==> src/rtl/w3p_pkg.sv <==
package w3p_pkg;

  localparam int CMD_W  = 8;
  localparam int TRIM_W = 3;

  typedef enum logic [2:0] {
    ST_IDLE,
    ST_CMD,
    ST_READ,
    ST_WRITE,
    ST_HOLD
  } port_state_t;

  // Field order follows bit positions 7 down to 0 of the command byte.
  typedef struct packed {
    logic              sel_cont;
    logic              sel_gated;
    logic [TRIM_W-1:0] trim;
    logic              clr_cont;
    logic              clr_gated;
    logic              rd;
  } cmd_t;

endpackage

==> src/rtl/w3p_sync.sv <==
module w3p_sync #(
  parameter int STAGES = 2
) (
  input  logic clk,
  input  logic rst,
  input  logic pin,
  output logic lvl
);

  logic [STAGES-1:0] chain;

  always_ff @(posedge clk) begin
    if (rst) chain <= '0;
    else     chain <= {chain[STAGES-2:0], pin};
  end

  assign lvl = chain[STAGES-1];

endmodule

==> src/rtl/w3p_edge.sv <==
module w3p_edge (
  input  logic clk,
  input  logic rst,
  input  logic lvl,
  output logic rise,
  output logic fall
);

  logic prev;

  always_ff @(posedge clk) begin
    if (rst) prev <= 1'b0;
    else     prev <= lvl;
  end

  assign rise = lvl & ~prev;
  assign fall = ~lvl & prev;

endmodule

==> src/rtl/w3p_ctrl.sv <==
module w3p_ctrl
  import w3p_pkg::*;
#(
  parameter int                DATA_W    = 32,
  parameter logic [TRIM_W-1:0] TRIM_INIT = 3'b011
) (
  input  logic              clk,
  input  logic              rst,
  input  logic              pwr_ok,
  input  logic              en_rise,
  input  logic              en_fall,
  input  logic              ck_rise,
  input  logic              ck_fall,
  input  logic              din,
  // datapath controls (same-cycle)
  output logic              snap_en,
  output logic              snap_cont,
  output logic              out_step,
  output logic              in_step,
  // registered outputs
  output logic              oe,
  output logic              snap_stb,
  output logic              load_cont,
  output logic              load_gated,
  output logic              clr_cont,
  output logic              clr_gated,
  output logic              trim_we,
  output logic [TRIM_W-1:0] trim_val
);

  localparam int             CNT_W    = $clog2(DATA_W + 1);
  localparam logic [CNT_W-1:0] CMD_LAST = CNT_W'(CMD_W - 1);
  localparam logic [CNT_W-1:0] DAT_LAST = CNT_W'(DATA_W - 1);
  localparam logic [CNT_W-1:0] DAT_FULL = CNT_W'(DATA_W);

  port_state_t        state;
  logic [CMD_W-2:0]   cmd_sr;
  logic [CNT_W-1:0]   bit_cnt;
  logic               pend_clr_c;
  logic               pend_clr_g;
  logic               sel_cont_q;

  logic [CMD_W-1:0]   cmd_next;
  cmd_t               dec;
  logic               live;
  logic               cmd_last;
  logic               one_sel;
  logic               commit;

  assign cmd_next = {din, cmd_sr};
  assign dec      = cmd_t'(cmd_next);
  assign live     = pwr_ok && !en_fall;
  assign one_sel  = dec.sel_cont ^ dec.sel_gated;
  assign cmd_last = live && (state == ST_CMD) && ck_rise && (bit_cnt == CMD_LAST);

  assign snap_en   = cmd_last && one_sel && dec.rd;
  assign snap_cont = dec.sel_cont;
  assign out_step  = live && (state == ST_READ) && ck_fall && (bit_cnt != DAT_FULL);
  assign in_step   = live && (state == ST_WRITE) && ck_rise;
  assign commit    = in_step && (bit_cnt == DAT_LAST);

  always_ff @(posedge clk) begin
    if (rst) begin
      state      <= ST_IDLE;
      cmd_sr     <= '0;
      bit_cnt    <= '0;
      pend_clr_c <= 1'b0;
      pend_clr_g <= 1'b0;
      sel_cont_q <= 1'b0;
      oe         <= 1'b0;
      snap_stb   <= 1'b0;
      load_cont  <= 1'b0;
      load_gated <= 1'b0;
      clr_cont   <= 1'b0;
      clr_gated  <= 1'b0;
      trim_we    <= 1'b0;
      trim_val   <= TRIM_INIT;
    end else begin
      snap_stb   <= 1'b0;
      load_cont  <= 1'b0;
      load_gated <= 1'b0;
      clr_cont   <= 1'b0;
      clr_gated  <= 1'b0;
      trim_we    <= 1'b0;

      if (!pwr_ok) begin
        state      <= ST_IDLE;
        oe         <= 1'b0;
        pend_clr_c <= 1'b0;
        pend_clr_g <= 1'b0;
      end else if (en_fall) begin
        state      <= ST_IDLE;
        oe         <= 1'b0;
        clr_cont   <= pend_clr_c;
        clr_gated  <= pend_clr_g;
        pend_clr_c <= 1'b0;
        pend_clr_g <= 1'b0;
      end else begin
        case (state)
          ST_IDLE: begin
            if (en_rise) begin
              state   <= ST_CMD;
              bit_cnt <= '0;
            end
          end
          ST_CMD: begin
            if (ck_rise) begin
              cmd_sr  <= cmd_next[CMD_W-1:1];
              bit_cnt <= bit_cnt + 1'b1;
              if (cmd_last) begin
                bit_cnt    <= '0;
                pend_clr_c <= dec.clr_cont;
                pend_clr_g <= dec.clr_gated;
                sel_cont_q <= dec.sel_cont;
                if (dec.sel_cont && dec.sel_gated) begin
                  trim_we  <= 1'b1;
                  trim_val <= dec.trim;
                  state    <= ST_HOLD;
                end else if (one_sel) begin
                  snap_stb <= dec.rd;
                  state    <= dec.rd ? ST_READ : ST_WRITE;
                end else begin
                  state <= ST_HOLD;
                end
              end
            end
          end
          ST_READ: begin
            if (out_step) begin
              oe      <= 1'b1;
              bit_cnt <= bit_cnt + 1'b1;
            end
            if (ck_rise) begin
              oe <= 1'b0;
              if (bit_cnt == DAT_FULL) state <= ST_HOLD;
            end
          end
          ST_WRITE: begin
            if (in_step) begin
              bit_cnt <= bit_cnt + 1'b1;
              if (commit) begin
                load_cont  <= sel_cont_q;
                load_gated <= !sel_cont_q;
                state      <= ST_HOLD;
              end
            end
          end
          ST_HOLD: begin
            oe <= 1'b0;
          end
          default: state <= ST_IDLE;
        endcase
      end
    end
  end

endmodule

==> src/rtl/w3p_datapath.sv <==
module w3p_datapath #(
  parameter int DATA_W = 32
) (
  input  logic              clk,
  input  logic              rst,
  input  logic              snap_en,
  input  logic              snap_cont,
  input  logic              out_step,
  input  logic              in_step,
  input  logic              din,
  input  logic [DATA_W-1:0] cont_val,
  input  logic [DATA_W-1:0] gated_val,
  output logic              dout,
  output logic [DATA_W-1:0] wbuf
);

  logic [DATA_W-1:0] snap;

  always_ff @(posedge clk) begin
    if (rst) begin
      snap <= '0;
      dout <= 1'b0;
      wbuf <= '0;
    end else begin
      if (snap_en)       snap <= snap_cont ? cont_val : gated_val;
      else if (out_step) snap <= {1'b0, snap[DATA_W-1:1]};
      if (out_step)      dout <= snap[0];
      if (in_step)       wbuf <= {din, wbuf[DATA_W-1:1]};
    end
  end

endmodule

==> src/rtl/wire3_port.sv <==
module wire3_port
  import w3p_pkg::*;
#(
  parameter int                DATA_W      = 32,
  parameter int                SYNC_STAGES = 2,
  parameter logic [TRIM_W-1:0] TRIM_INIT   = 3'b011
) (
  input  logic              clk,
  input  logic              rst,
  input  logic              pwr_ok,
  input  logic              xfer_en,
  input  logic              ser_clk,
  input  logic              ser_din,
  input  logic [DATA_W-1:0] cont_val,
  input  logic [DATA_W-1:0] gated_val,
  output logic              ser_dout,
  output logic              ser_oe,
  output logic              snap_stb,
  output logic              load_cont,
  output logic              load_gated,
  output logic [DATA_W-1:0] load_data,
  output logic              clr_cont,
  output logic              clr_gated,
  output logic              trim_we,
  output logic [TRIM_W-1:0] trim_val
);

  localparam int N_PINS  = 3;
  localparam int N_EDGES = 2;

  logic [N_PINS-1:0]  pin_raw;
  logic [N_PINS-1:0]  pin_lvl;
  logic [N_EDGES-1:0] edge_rise;
  logic [N_EDGES-1:0] edge_fall;

  logic en_lvl, ck_lvl, din_lvl;
  logic snap_en, snap_cont, out_step, in_step;

  assign pin_raw = {ser_din, ser_clk, xfer_en};

  for (genvar gi = 0; gi < N_PINS; gi++) begin : g_sync
    w3p_sync #(.STAGES(SYNC_STAGES)) i_sync (
      .clk (clk),
      .rst (rst),
      .pin (pin_raw[gi]),
      .lvl (pin_lvl[gi])
    );
  end

  for (genvar ge = 0; ge < N_EDGES; ge++) begin : g_edge
    w3p_edge i_edge (
      .clk  (clk),
      .rst  (rst),
      .lvl  (pin_lvl[ge]),
      .rise (edge_rise[ge]),
      .fall (edge_fall[ge])
    );
  end

  assign en_lvl  = pin_lvl[0];
  assign ck_lvl  = pin_lvl[1];
  assign din_lvl = pin_lvl[2];

  w3p_ctrl #(.DATA_W(DATA_W), .TRIM_INIT(TRIM_INIT)) i_ctrl (
    .clk        (clk),
    .rst        (rst),
    .pwr_ok     (pwr_ok),
    .en_rise    (edge_rise[0]),
    .en_fall    (edge_fall[0]),
    .ck_rise    (edge_rise[1]),
    .ck_fall    (edge_fall[1]),
    .din        (din_lvl),
    .snap_en    (snap_en),
    .snap_cont  (snap_cont),
    .out_step   (out_step),
    .in_step    (in_step),
    .oe         (ser_oe),
    .snap_stb   (snap_stb),
    .load_cont  (load_cont),
    .load_gated (load_gated),
    .clr_cont   (clr_cont),
    .clr_gated  (clr_gated),
    .trim_we    (trim_we),
    .trim_val   (trim_val)
  );

  w3p_datapath #(.DATA_W(DATA_W)) i_dp (
    .clk       (clk),
    .rst       (rst),
    .snap_en   (snap_en),
    .snap_cont (snap_cont),
    .out_step  (out_step),
    .in_step   (in_step),
    .din       (din_lvl),
    .cont_val  (cont_val),
    .gated_val (gated_val),
    .dout      (ser_dout),
    .wbuf      (load_data)
  );

endmodule

==> config.mk <==
export PLATFORM = sky130hd
export DESIGN_NAME = wire3_port
export DESIGN_NICKNAME = d
export VERILOG_FILES = /design/src/rtl/w3p_pkg.sv /design/src/rtl/w3p_sync.sv /design/src/rtl/w3p_edge.sv /design/src/rtl/w3p_ctrl.sv /design/src/rtl/w3p_datapath.sv /design/src/rtl/wire3_port.sv
export SDC_FILE = /design/constraint.sdc
export NUM_CORES = 1
export LEC_CHECK = 0
export BUFFER_PORTS_ARGS = -buffer_cell sky130_fd_sc_hd__buf_2
export CORE_ASPECT_RATIO = 1.4
export CORE_UTILIZATION = 53
export DETAILED_ROUTE_END_ITERATION = 8
export MAX_ROUTING_LAYER = met4
export PLACE_DENSITY = 0.82
export SYNTH_ARGS = -nofsm -noshare
export SYNTH_HDL_FRONTEND = slang
export SYNTH_SLANG_ARGS = --single-unit
==> constraint.sdc <==
create_clock -name clk -period 2.2 [get_ports clk]
set_input_delay 0.33 -clock clk [delete_from_list [all_inputs] [get_ports clk]]
set_output_delay 0.33 -clock clk [all_outputs]
set_load 0.1 [all_outputs]
# == Yosys cells after proc, flatten, opt, wreduce, memory -nomap -nowiden ==
# Cells that the tools add are included.
# word_totals
reg_bits,102
input_bits,70
output_inout_bits,43
word_cells,114
# classes
addsub,1
n_eq_ne,17
n_mux,24
n_bitwise,19
reduce_logical,31
# op_table
operator,count
32-bit 2-to-1 mux,3
6-bit 2-to-1 mux,5
3-bit 2-to-1 mux,9
6-bit one-hot mux with 4 select lines,1
3-bit one-hot mux with 5 select lines,1
1-bit inverter,14
1-bit logical AND,13
2-bit by 1-bit != test with 1-bit output (second input constant),6
6-bit OR reduction,2
8-bit AND reduction,1
8-bit OR reduction,1
7-bit AND reduction,1
6-bit by 1-bit adder with 6-bit output (second input constant),1
3-bit by 2-bit equality test with 1-bit output (second input constant),2
6-bit by 3-bit equality test with 1-bit output (second input constant),1
6-bit by 5-bit equality test with 1-bit output (second input constant),1
6-bit equality test (second input constant),1
6-bit != test (second input constant),1
6-bit AND reduction,1
3-bit OR reduction,2
5-bit AND reduction,1
1-bit AND,4
1-bit 2-to-1 mux,4
2-bit != test (second input constant),2
other kinds (12),14

# == Logic depth before layout (Yosys ltp) ==
# logic_depth
ltp_word,10
depth_mapped,9
depth_no_buf,7

# == Hierarchy ==
# Synthesis repeated with hierarchy kept, for this count alone.
# hier_totals
hier_cells,432
area_unflattened_um2,4581.9
# modules_own_cells
module,n_inst,cells_each,area_per_inst_um2,seq_area_each_um2
w3p_datapath,1,253,2951.6,1301.2
w3p_ctrl,1,159,1395.1,580.6
w3p_sync,3,4,52.6,40.0
w3p_edge,2,4,38.8,20.0

# == Worst setup path before layout ==
# OpenSTA, ideal clock, no wires.
# synth_timing
path_kind,reg2reg
start,register i_ctrl.bit_cnt[0]
end,register i_dp.snap[10]
setup_time_ns,0.132
arrival_ns,1.727
required_ns,2.068
slack_ns,0.340
stages_incl_launch_ff,9
n_path_buf,2
period_less_slack_ns,1.860
path_cell_list,dfxtp_1 ha_1 nand3b_1 or2_4 or3_1 buf_2 buf_2 nand3_1 a21oi_1
# synth_between
elab_chain_cells,5
elab_cells_between_ends,8
classes_between,eq/ne (2); mux (1); reduce/logical (5)
# synth_lines
item,line,rtl
from (decl),w3p_ctrl.sv:38,logic [CNT_W-1:0] bit_cnt;
from (signal assigned),w3p_ctrl.sv:109,bit_cnt <= bit_cnt + 1'b1;
from (signal assigned),w3p_ctrl.sv:131,bit_cnt <= bit_cnt + 1'b1;
from (signal assigned),w3p_ctrl.sv:140,bit_cnt <= bit_cnt + 1'b1;
6-bit by 3-bit equality test with 1-bit output,w3p_ctrl.sv:54,assign cmd_last = live && (state == ST_CMD) && ck_rise && (bit_cnt == CMD_LAST);
1-bit logical AND,w3p_ctrl.sv:54,
1-bit logical AND (2 in a row),w3p_ctrl.sv:56,assign snap_en = cmd_last && one_sel && dec.rd;
32-bit 2-to-1 mux / 2-bit nonzero test (equally long branches),--,
to (signal assigned),w3p_datapath.sv:25,if (snap_en) snap <= snap_cont ? cont_val : gated_val;
to (signal assigned),w3p_datapath.sv:26,"else if (out_step) snap <= {1'b0, snap[DATA_W-1:1]};"
to (decl),w3p_datapath.sv:17,logic [DATA_W-1:0] snap;
# Several ways; a longest one is shown, not always the timed one.
# A chain may end at the register's enable or synchronous reset.

# == Final worst setup path ==
# layout_timing
start,register i_ctrl.bit_cnt[0]
end,register i_dp.snap[1]
# Same word-level chain as after synthesis.

==> flow_metrics.tcl <==
set metrics [dict create \
    finalHoldViolations 0 \
    avgViaCountPerCell 5.72 \
    whs_path_depth 2 \
    relSlewSlack_pct 63.5 \
    drive_gt1_share_pct 29.1 \
    first_global_vias 3780 \
    path_cells "ha_1 -> nand3b_1 -> or2_4 -> or3_1 -> buf_4 -> nand3_1 -> a21oi_1" \
    async_flop_share_pct 0 \
    avgSynthCellArea_sq_um 8.44 \
    place.gp.congestion 0.960 \
    cts-root-buf "clkbuf_16" \
    nets 697 \
    core_sq_um 8150 \
    n_antenna_cell 0 \
    status "finished, final reports clean" \
    yosysUniqueCellTypes 41 \
    synth_cells 530 \
    ir_drop_mv 0.691 \
    cp_max_fo 33 \
    avgRoutedWirePerCell_um 14.0 \
    worstHoldStart "xfer_en" \
    drtPass1Iterations 5 \
    ant_nets 0 \
    ys_dominant_reg_cell "dfxtp_1" \
    leakagePower_nw 2.06 \
    power_density_nw_per_um2 668 \
    cts_tree "built" \
    synth_warnings 0 \
    die_x_um 79.6 \
    grt_pass1_wl_um 16400 \
    clk_pin_slew_ns 0.07 \
    cts_inserted_buffers 9 \
    worstPathArrival_ns 2.29 \
    port_buffers 112 \
    finalCriticalPeriod_ns 2.09 \
    worst_setup_path_end_kind "register" \
    gr-total-overflow 0 \
    route.detailed.drc 0 \
    slew_violations 0 \
    grt_max_degree 57 \
    rsz0062_at_grt "no" \
    synth_edf_count 0 \
    clock_skew_ns 0.00982 \
    cp_top_family "simple AND/OR/NAND/NOR gates" \
    drt_iter0_drc 254 \
    critical-path-max-stage-delay_ns 0.38 \
    setup_tns_ns 0 \
    initial_utilization_pct 54.9 \
    r2r_cells 7 \
    routed_wl_um 10200 \
    finalSetupViolations 0 \
    dp_hpwl_um 6980 \
    insertion_delay_ns 0.35 \
    period_share_pct 94.8 \
    tightest_slew_ns 0.547 \
    path_buf_inv 1 \
    clockBufferDepth 2 \
    finalPower_mw 3.62 \
    required_ns 2.40 \
    antenna_found_initial 0 \
    fmax_mhz 479 \
    die_area_sq_um 8810 \
    startpoint_type "register" \
    cts_setup_buffers 0 \
    regToRegEndpoint "i_dp.snap[1]$_SDFFE_PP0P_" \
    whs_endpoint "g_sync[0].i_sync.chain[0]$_SDFF_PP0_" \
    grt_util_all_layers_pct 23.9 \
    r2r-start "i_ctrl.bit_cnt[0]$_SDFFE_PP0P_" \
    ys_ff_latch 102 \
    cts_sinks 102 \
    final_util_pct 66.5 \
    path_class "register to register" \
    seq_area_frac_synth_pct 45.7 \
    maxCapViolations 0 \
    crit_slowest_cell "dfxtp_1" \
    synth_nets 603 \
    rows 39 \
    r2r_slack_ns 0.11 \
    netlist_area_sq_um 4470 \
    hp-class "input port to register" \
    dr_total_vias 4179 \
    die_h_um 111 \
    syn2layout_area_growth_pct 21.2 \
    htree_levels 3 \
    ios 113 \
]
cell usage in the layout, fill, tap and decap left out, types with 5 or more instances in the layout:
cell type	n
inv_1	11
dfxtp_1	102
buf_2	112
a21oi_1	86
nor2b_1	11
or3_1	7
mux2_2	32
buf_4	12
a22oi_1	31
nand2_1	95
nor2_1	10
nand3_1	44
nand2b_1	5
nor3_1	8
clkbuf_16	9
area by class of cell:
| class | instances | area [sq um] |
|---|---|---|
| repair buffers | 125 | 671 |
| clock inverters | 6 | 62.6 |
| well taps | 102 | 128 |
| clock buffers | 10 | 239 |
| multi-input cells | 375 | 2240 |
| flip-flops and latches | 102 | 2040 |
| inverters | 11 | 41.3 |
| fillers | 689 | 2730 |
worst max-delay path by stage:
stage | start | to | slack, ns | cells past startpoint
after floorplan | i_ctrl.bit_cnt[0]$_SDFFE_PP0P_ | i_dp.snap[10]$_SDFFE_PP0P_ | 0.34 | 8
after detailed placement | i_ctrl.bit_cnt[0]$_SDFFE_PP0P_ | i_dp.snap[12]$_SDFFE_PP0P_ | 0.11 | 7
after global placement | i_ctrl.bit_cnt[0]$_SDFFE_PP0P_ | i_dp.snap[25]$_SDFFE_PP0P_ | 0.19 | 7
after global routing | i_ctrl.bit_cnt[1]$_SDFFE_PP0P_ | i_dp.snap[12]$_SDFFE_PP0P_ | 0.01 | 7
after CTS | i_ctrl.bit_cnt[0]$_SDFFE_PP0P_ | i_dp.snap[12]$_SDFFE_PP0P_ | 0.08 | 7
final | i_ctrl.bit_cnt[0]$_SDFFE_PP0P_ | i_dp.snap[1]$_SDFFE_PP0P_ | 0.11 | 7
worst register-to-register path, delay by kind of cell, from the launching register on:
family	cells	cell delay (ns)
AOI/OAI and AO/OA	1	0.08
adders and majority gates	1	0.22
buffers and inverters	1	0.25
DFF	1	0.38
and+or+nand+nor	4	1.02
routing by layer:
metal | part of all wire, % | global-route usage (%) | vias up | wire (um)
li1 | - | - | 2056 | -
met1 | 39 | 26.1 | 1939 | 3960
met2 | 52 | 41.4 | 163 | 5310
met3 | 6.8 | 4.12 | 21 | 698
met4 | 2.4 | 11.0 | 0 | 244
met5 | 0 | - | - | 0
metrics by stage:
| stage | cells | instance area [sq um] | setup slack (ns) | hold slack (ns) |
|---|---|---|---|---|
| global placement | 715 | 5100 | 0.190 | 0.417 |
| detailed placement | 715 | 5100 | 0.110 | 0.422 |
| CTS | 731 | 5400 | 0.0831 | 0.193 |
| global route | 731 | 5420 | 0.0109 | 0.199 |
| floorplan | 530 | 4470 | 0.340 | 0.414 |
| finish | 731 | 5420 | 0.114 | 0.198 |
state kept, by name, indices dropped and copies added, names as in the netlist, 2 cells and up:
register             flops
g_edge.i_edge.prev       2
g_sync.i_sync.chain      6
i_ctrl.bit_cnt           6
i_ctrl.cmd_sr            7
i_ctrl.state             3
i_ctrl.trim_val          3
i_dp.snap               32
i_dp.wbuf               32
power by group:
group | switching [mW] | leakage [nW] | internal [mW]
registers | 0.00488 | 0.823 | 1.85
clock network | 0.737 | 0.149 | 0.830
logic | 0.0939 | 1.09 | 0.101
timing repair:
action	CTS	global route
setup endpoints to repair	0	37
hold buffers	0	0
resized for setup	0	3
cells by family after synthesis:
family,after synthesis,synth area share [%]
simple gates,199,21.2
compound gates,140,19.0
mux,33,8.28
flops,102,45.7
fa+ha+maj,3,0.839
buf+inv,53,5.01
cell usage after synthesis (3+ instances only):
master | number | area share (%)
mux2_2 | 32 | 8.1
nand2_1 | 95 | 8.0
nor3_1 | 8 | 0.90
nor2_1 | 11 | 0.92
o32ai_1 | 4 | 0.78
a21oi_1 | 86 | 9.6
nand3b_1 | 4 | 0.67
o31ai_1 | 3 | 0.50
nand2b_1 | 5 | 0.70
ha_1 | 3 | 0.84
dfxtp_1 | 102 | 46
or3_1 | 7 | 0.98
inv_1 | 11 | 0.92
clkbuf_1 | 27 | 2.3
nand3_1 | 44 | 4.9
a22oi_1 | 31 | 5.2
buf_2 | 14 | 1.6
o21ai_0 | 4 | 0.45
nor2b_1 | 11 | 1.5
(Power assumes the default switching activity.)
